## src/rtl/bre_pkg.sv

```systemverilog
package bre_pkg;

   typedef enum logic [1:0] {
      ST_IDLE  = 2'd0,
      ST_DELAY = 2'd1,
      ST_DATA  = 2'd2,
      ST_ASYNC = 2'd3
   } bre_state_e;

   localparam logic [15:0] CFG_DEFAULT = 16'hBD8B;

   localparam int F_MODE    = 15;
   localparam int F_LAT_LO  = 10;
   localparam int F_WAITPOS = 8;
   localparam int F_ORDER   = 7;
   localparam int F_EDGE    = 6;

   function automatic logic [31:0] bre_init_word(input int unsigned idx);
      logic [31:0] prod;
      prod = 32'(idx + 1) * 32'h9E3779B9;
      return prod ^ 32'h5A5AC3C3;
   endfunction

endpackage

```

## src/rtl/bre_cfg_reg.sv

```systemverilog
module bre_cfg_reg
   import bre_pkg::*;
#(
   parameter logic [15:0] CFG_RESET = CFG_DEFAULT,
   parameter int          CNT_W     = 4
) (
   input  logic             clk,
   input  logic             rst_n,
   input  logic             we,
   input  logic [15:0]      wdata,
   output logic             burst_en,
   output logic [CNT_W-1:0] lat_clks,
   output logic [CNT_W-1:0] len_words,
   output logic             wait_early
);

   if (CNT_W < 4) begin : g_bad_cnt
      $error("bre_cfg_reg: CNT_W must hold values up to 9");
   end

   logic [15:0] cfg_q;
   logic [2:0]  len_code;
   logic        unused_cfg;

   always_ff @(posedge clk or negedge rst_n) begin
      if (!rst_n) cfg_q <= CFG_RESET;
      else if (we) cfg_q <= wdata;
   end

   assign len_code = cfg_q[2:0];

   always_comb begin
      case (len_code)
         3'd1:    len_words = CNT_W'(2);
         3'd2:    len_words = CNT_W'(4);
         3'd3:    len_words = CNT_W'(8);
         default: len_words = '0;
      endcase
   end

   assign lat_clks   = CNT_W'(cfg_q[F_LAT_LO +: 3]) + CNT_W'(2);
   assign wait_early = cfg_q[F_WAITPOS];
   assign burst_en   = !cfg_q[F_MODE] && cfg_q[F_ORDER] && cfg_q[F_EDGE]
                       && (len_words != '0);

   assign unused_cfg = ^{cfg_q[14], cfg_q[13], cfg_q[9], cfg_q[5:3]};

   a_r5_burst_needs_legal_bits: assert property (@(posedge clk) disable iff (!rst_n)
      burst_en |-> (cfg_q[7:6] == 2'b11 && !cfg_q[15]));
   a_r3_latency_range: assert property (@(posedge clk) disable iff (!rst_n)
      lat_clks >= CNT_W'(2) && lat_clks <= CNT_W'(9));

endmodule

```

## src/rtl/bre_store.sv

```systemverilog
module bre_store
   import bre_pkg::*;
#(
   parameter int ADDR_W = 6,
   parameter int DATA_W = 32
) (
   input  logic              clk,
   input  logic              rst_n,
   input  logic              wr_en,
   input  logic [ADDR_W-1:0] wr_addr,
   input  logic [DATA_W-1:0] wr_data,
   input  logic [ADDR_W-1:0] rd_addr,
   output logic [DATA_W-1:0] rd_data
);

   localparam int DEPTH = 1 << ADDR_W;

   logic [DATA_W-1:0] words [DEPTH];

   for (genvar i = 0; i < DEPTH; i++) begin : g_word
      localparam logic [DATA_W-1:0] INIT = DATA_W'(bre_init_word(i));
      always_ff @(posedge clk or negedge rst_n) begin
         if (!rst_n) words[i] <= INIT;
         else if (wr_en && wr_addr == ADDR_W'(i)) words[i] <= wr_data;
      end
   end

   assign rd_data = words[rd_addr];

endmodule

```

## src/rtl/bre_seq.sv

```systemverilog
module bre_seq
   import bre_pkg::*;
#(
   parameter int ADDR_W = 6,
   parameter int DATA_W = 32,
   parameter int CNT_W  = 4
) (
   input  logic              clk,
   input  logic              rst_n,
   input  logic              adv,
   input  logic [ADDR_W-1:0] addr,
   input  logic              burst_en,
   input  logic [CNT_W-1:0]  lat_clks,
   input  logic [CNT_W-1:0]  len_words,
   input  logic              wait_early,
   input  logic [DATA_W-1:0] mem_rdata,
   output logic [ADDR_W-1:0] mem_raddr,
   output logic [DATA_W-1:0] dout,
   output logic              dout_valid,
   output logic              wait_o
);

   bre_state_e        st_q;
   logic [CNT_W-1:0]  dly_q;
   logic [CNT_W-1:0]  left_q;
   logic [ADDR_W-1:0] ptr_q;
   logic              early_q;

   assign mem_raddr = adv ? addr : ptr_q;

   always_ff @(posedge clk or negedge rst_n) begin
      if (!rst_n) begin
         st_q    <= ST_IDLE;
         dly_q   <= '0;
         left_q  <= '0;
         ptr_q   <= '0;
         early_q <= 1'b0;
         dout    <= '0;
      end else begin
         dout <= '0;
         if (adv) begin
            ptr_q   <= addr;
            early_q <= wait_early;
            if (burst_en) begin
               st_q   <= ST_DELAY;
               dly_q  <= lat_clks;
               left_q <= len_words - CNT_W'(1);
            end else begin
               st_q <= ST_ASYNC;
               dout <= mem_rdata;
            end
         end else begin
            case (st_q)
               ST_DELAY: begin
                  if (dly_q == CNT_W'(1)) begin
                     st_q  <= ST_DATA;
                     dout  <= mem_rdata;
                     ptr_q <= ptr_q + ADDR_W'(1);
                  end else begin
                     dly_q <= dly_q - CNT_W'(1);
                  end
               end
               ST_DATA: begin
                  if (left_q == '0) begin
                     st_q <= ST_IDLE;
                  end else begin
                     dout   <= mem_rdata;
                     ptr_q  <= ptr_q + ADDR_W'(1);
                     left_q <= left_q - CNT_W'(1);
                  end
               end
               ST_ASYNC: st_q <= ST_IDLE;
               default:  st_q <= ST_IDLE;
            endcase
         end
      end
   end

   assign dout_valid = (st_q == ST_DATA) || (st_q == ST_ASYNC);
   assign wait_o     = (st_q == ST_DELAY) && !(early_q && dly_q == CNT_W'(1));

   a_r9_wait_valid_exclusive: assert property (@(posedge clk) disable iff (!rst_n)
      !(wait_o && dout_valid));
   a_r9_zero_when_invalid: assert property (@(posedge clk) disable iff (!rst_n)
      !dout_valid |-> dout == '0);
   a_r3_wait_follows_burst_strobe: assert property (@(posedge clk) disable iff (!rst_n)
      (adv && burst_en) |=> (wait_o && !dout_valid));
   a_r5_async_single_word: assert property (@(posedge clk) disable iff (!rst_n)
      (adv && !burst_en) |=> (dout_valid && !wait_o));
   a_r8_strobe_restarts_pointer: assert property (@(posedge clk) disable iff (!rst_n)
      adv |=> ptr_q == $past(addr));
   a_r4_count_bound: assert property (@(posedge clk) disable iff (!rst_n)
      (st_q == ST_DATA) |-> left_q < CNT_W'(8));

endmodule

```

## src/rtl/burst_read_engine.sv

```systemverilog
module burst_read_engine
   import bre_pkg::*;
#(
   parameter int          ADDR_W    = 6,
   parameter int          DATA_W    = 32,
   parameter logic [15:0] CFG_RESET = CFG_DEFAULT
) (
   input  logic              clk,
   input  logic              rst_n,
   input  logic              cfg_we,
   input  logic [15:0]       cfg_wdata,
   input  logic              mem_we,
   input  logic [ADDR_W-1:0] mem_waddr,
   input  logic [DATA_W-1:0] mem_wdata,
   input  logic              adr_valid,
   input  logic [ADDR_W-1:0] addr,
   output logic [DATA_W-1:0] rd_data,
   output logic              rd_valid,
   output logic              rd_wait
);

   localparam int CNT_W = 4;

   if (ADDR_W < 3 || ADDR_W > 10) begin : g_bad_addr
      $error("burst_read_engine: ADDR_W out of range 3..10");
   end
   if (DATA_W < 8) begin : g_bad_data
      $error("burst_read_engine: DATA_W must be at least 8");
   end

   logic              burst_en;
   logic [CNT_W-1:0]  lat_clks;
   logic [CNT_W-1:0]  len_words;
   logic              wait_early;
   logic [ADDR_W-1:0] mem_raddr;
   logic [DATA_W-1:0] mem_rdata;

   bre_cfg_reg #(.CFG_RESET(CFG_RESET), .CNT_W(CNT_W)) u_cfg (
      .clk        (clk),
      .rst_n      (rst_n),
      .we         (cfg_we),
      .wdata      (cfg_wdata),
      .burst_en   (burst_en),
      .lat_clks   (lat_clks),
      .len_words  (len_words),
      .wait_early (wait_early)
   );

   bre_store #(.ADDR_W(ADDR_W), .DATA_W(DATA_W)) u_store (
      .clk     (clk),
      .rst_n   (rst_n),
      .wr_en   (mem_we),
      .wr_addr (mem_waddr),
      .wr_data (mem_wdata),
      .rd_addr (mem_raddr),
      .rd_data (mem_rdata)
   );

   bre_seq #(.ADDR_W(ADDR_W), .DATA_W(DATA_W), .CNT_W(CNT_W)) u_seq (
      .clk        (clk),
      .rst_n      (rst_n),
      .adv        (adr_valid),
      .addr       (addr),
      .burst_en   (burst_en),
      .lat_clks   (lat_clks),
      .len_words  (len_words),
      .wait_early (wait_early),
      .mem_rdata  (mem_rdata),
      .mem_raddr  (mem_raddr),
      .dout       (rd_data),
      .dout_valid (rd_valid),
      .wait_o     (rd_wait)
   );

endmodule

```

## config.mk

```make
export PLATFORM = sky130hd
export DESIGN_NAME = burst_read_engine
export DESIGN_NICKNAME = d
export VERILOG_FILES = /design/src/rtl/bre_pkg.sv /design/src/rtl/bre_cfg_reg.sv /design/src/rtl/bre_store.sv /design/src/rtl/bre_seq.sv /design/src/rtl/burst_read_engine.sv
export SDC_FILE = /design/constraint.sdc
export NUM_CORES = 2
export LEC_CHECK = 0
export ABC_AREA = 1
export BUFFER_PORTS_ARGS = -buffer_cell sky130_fd_sc_hd__clkbuf_2
export CAP_MARGIN = 20
export CORE_MARGIN = 2
export CORE_UTILIZATION = 37
export CTS_BUF_LIST = sky130_fd_sc_hd__clkbuf_4 sky130_fd_sc_hd__clkbuf_8
export DETAILED_ROUTE_END_ITERATION = 8
export RECOVER_POWER = 50
export SLEW_MARGIN = 0
export SYNTH_ARGS = -nofsm -noshare
export SYNTH_HDL_FRONTEND = slang
export SYNTH_SLANG_ARGS = --single-unit
```

## constraint.sdc

```tcl
create_clock -name clk -period 1.6 [get_ports clk]
set_input_delay 0.32 -clock clk [delete_from_list [all_inputs] [get_ports clk]]
set_output_delay 0.32 -clock clk [all_outputs]
set_load 0.01 [all_outputs]
```

==> results.sh <==
export IMPL_core_um2=262000
export IMPL_cts_path_max_buffers=4
export IMPL_track_usage=0.273
export IMPL_avgViaCountPerCell=5.65
export IMPL_path_class="reg -> out"
export IMPL_hold_viol_final=0
export IMPL_synth_compound_area_frac=0.111
export IMPL_setup_ws_ns=-0.935
export IMPL_hp_start="mem_we"
export IMPL_reg2reg_to="u_seq.dout[18]$_DFF_PN0_"
export IMPL_maxCapViolCount=0
export IMPL_syn_avg_cell_area_um2=8.33
export IMPL_cp_required_ns=1.28
export IMPL_synth_ff_type="dfrtp_1"
export IMPL_num_vias=91100
export IMPL_synth_nets=11800
export IMPL_powerDensity_nw_per_um2=1400
export IMPL_pin_count=99
export IMPL_synth_simple_area_share=0.277
export IMPL_period_needed_ns=2.53
export IMPL_min_to="u_store.words[1527]$_DFFE_PN1P_"
export IMPL_cts_tree="done"
export IMPL_routed_wl_mm=377
export IMPL_crit_arrival_ns=2.21
export IMPL_timing_fmax_ghz=0.394
export IMPL_grt_antenna_before_repair=10
export IMPL_cts_sinks=2107
export IMPL_die_w_um=517
export IMPL_fin_crit_sh=1.58
export IMPL_start_util=0.371
export IMPL_design_area_um2=128000
export IMPL_htree_levels=5
export IMPL_cts_buffers=369
export IMPL_io_buffers=92
export IMPL_finalNetCount=12400
export IMPL_drc=0
export IMPL_overflow=0
export IMPL_synthArstFlopShare=1.00
export IMPL_synth_edf_count=0
export IMPL_final_setup_skew_ns=0.0934
export IMPL_yosys_area_share_xor_xnor=0.0000900
export IMPL_crit_path_end_kind="output port"
export IMPL_status="complete, but fails checks"
export IMPL_seq_area_frac_synth=0.555
export IMPL_worstPathMaxFanout=3
export IMPL_drive_gt1_frac=0.332
export IMPL_worstSkewPairLatency_ns=1.14
export IMPL_setup_violations=3108
export IMPL_grt_max_degree=70
export IMPL_synth_area_mux_share=0.000579
export IMPL_hold_path_depth=6
export IMPL_drv_slew=0
export IMPL_ff2ff_setup_slack_ns=-0.75
export IMPL_synth_top_family_by_area="simple AND/OR/NAND/NOR gates"
export IMPL_synth_adder_area_share=0.00103
export IMPL_area_growth_pct=32.1
export IMPL_grt_pass1_vias=88100
export IMPL_relSlewSlack=0.442
export IMPL_ys_seq_elements=2107
export IMPL_violations="setup timing"
export IMPL_clkTransAtPathRegs_ns=0.06
export IMPL_yosysWarnings=0
export IMPL_drt_iter0_drc=11400
export IMPL_detail_route_antenna_nets=0
export IMPL_dp_hpwl_mm=216
export IMPL_startpoint_type="register"
export IMPL_synth_cells=11700
export IMPL_leakage_nw=54.7
export IMPL_place_congestion=0.873
export IMPL_ys_types=38
export IMPL_drt_first_pass_iters=8
export IMPL_die_h_um=517
export IMPL_dieArea_um2=267000
export IMPL_ctsRootBufferMaster="clkbuf_8"
export IMPL_avgRoutedWirePerCell_um=23.4
export IMPL_grt_pass1_wl_mm=558
export IMPL_r2r_start="u_seq.ptr_q[0]$_DFFE_PN0P_"
export IMPL_peakVddDrop_mv=1.03
export IMPL_worst_pin_slew_ns=0.834
export IMPL_rsz0062_at_grt="true"
export IMPL_rows=188
export IMPL_syn_area_um2=97300
export IMPL_post_place_ws_ns=-1.34
export IMPL_placed_area_um2=108000
export IMPL_min_path_type="in -> reg"
export IMPL_reg2reg_depth=16
[critical path, cell delays in order (launching register included)]
cell and delay (ns):
dfrtp_1 0.41, inv_2 0.07, ha_4 0.16, buf_6 0.11
or2_4 0.23, buf_8 0.12
[report_power, final]
group	leakage, nW	internal, W	total [W]	switching [W]
Sequential	25.0	0.0633	0.0679	0.00465
Clock	4.30	0.0310	0.0540	0.0231
Combinational	25.4	0.0245	0.0573	0.0328
Total	54.7	0.119	0.179	0.0605
[per-stage QoR]
stage	utilization	setup TNS, ns	total power [W]	hold slack, ns	instances
3_3_place_gp	0.412	-540.81	0.108	0.243	15100
2_1_floorplan	-	-2.15	0.0906	0.0244	11700
3_5_place_dp	0.412	-605.44	0.109	0.238	15100
4_1_cts	0.474	-41.12	0.173	0.00185	16000
6_report	0.490	-491.40	0.179	0.0510	16100
5_1_grt	0.490	-765.03	0.187	0.0405	16100
[registers in the layout (all words and copies together) (netlist names)]
signal         cells
u_seq.early_q      1
u_seq.dout        32
u_seq.st_q         2
u_seq.left_q       4
u_seq.dly_q        4
u_cfg.cfg_q       10
u_store.words   2048
u_seq.ptr_q        6
[layout by cell type (no fill, tap or decap), drive strengths merged, types with 3 or more instances in the layout]
cell	Yosys	final
diode	0	3
or2	3	3
nor4	3	3
o22ai	3	3
inv	41	72
clkinv	32	33
clkbuf	606	746
nand4	3	3
buf	452	1103
a21oi	103	103
clkinvlp	0	5
nor3	5	5
o211ai	3	3
nor2	189	189
dfrtp	1071	1071
bufinv	0	7
bufbuf	0	8
ha	8	8
dfstp	1036	1036
nand3	2210	2210
o21ai	1986	1986
nand2	3923	3923
mux2	5	5
dlygate4sd3	0	75
[per-layer routing]
metal | global-route usage | wire length, µm
met1 | 0.365 | 153000
met2 | 0.426 | 170000
met3 | 0.0589 | 36700
met4 | 0.118 | 17500
met5 | 0 | 37
[layout make-up]
class                   instances  area [µm²]
well taps                    3515        4400
inverters                      73         300
multi-input cells            8447       43700
clock buffers                 620        7610
fillers                     24000      134000
flip-flops and latches       2107       54000
diodes                          3        7.51
repair buffers               1314       18000
clock inverters                44         408
[synth_stat cells (31+ instances only)]
library cell | number | area share
a21oi_1 | 102 | 0.0052
buf_1 | 45 | 0.0017
buf_2 | 285 | 0.015
buf_4 | 45 | 0.0035
buf_6 | 76 | 0.0088
clkbuf_1 | 606 | 0.023
clkinv_1 | 32 | 0.0012
dfrtp_1 | 1071 | 0.28
dfstp_2 | 1036 | 0.28
inv_1 | 31 | 0.0012
nand2_1 | 3883 | 0.15
nand3_1 | 2210 | 0.11
nor2_1 | 178 | 0.0069
o21ai_0 | 1561 | 0.080
o21ai_1 | 349 | 0.018
o21ai_2 | 76 | 0.0068
[how the worst max path moves through the flow]
stage,start,to,slack [ns],depth (start not counted)
after floorplan,adr_valid,u_seq.dout[2]$_DFF_PN0_,-0.05,15
final,u_seq.st_q[0]$_DFFE_PN0P_,rd_valid,-0.93,5
after global routing,u_seq.dly_q[1]$_DFFE_PN0P_,rd_wait,-1.03,7
after CTS,u_seq.st_q[0]$_DFFE_PN0P_,rd_valid,-1.03,5
after detailed placement,adr_valid,u_seq.dout[16]$_DFF_PN0_,-1.34,15
after global placement,adr_valid,u_seq.dout[16]$_DFF_PN0_,-1.38,15
[logic make-up after synthesis]
logic type	after synthesis
AOI/OAI and AO/OA	2096
xor gates and xnor gates	1
adders and majority gates	8
and+or+nand+nor	6337
muxes	5
buffers and inverters	1131
DFF	2107
[what timing repair did]
| item | in CTS | in global routing |
|---|---|---|
| setup endpoints to repair | 80 | 563 |
| buffers inserted | 187 | 87 |
| endpoints found under the hold margin | 3929 | 24 |
| hold buffers | 78 | 1 |
| resized for setup | 912 | 829 |
| pin swaps | 326 | 451 |
| gates cloned | 65 | 40 |
No activity file was read; power rests on OpenSTA's default activity.
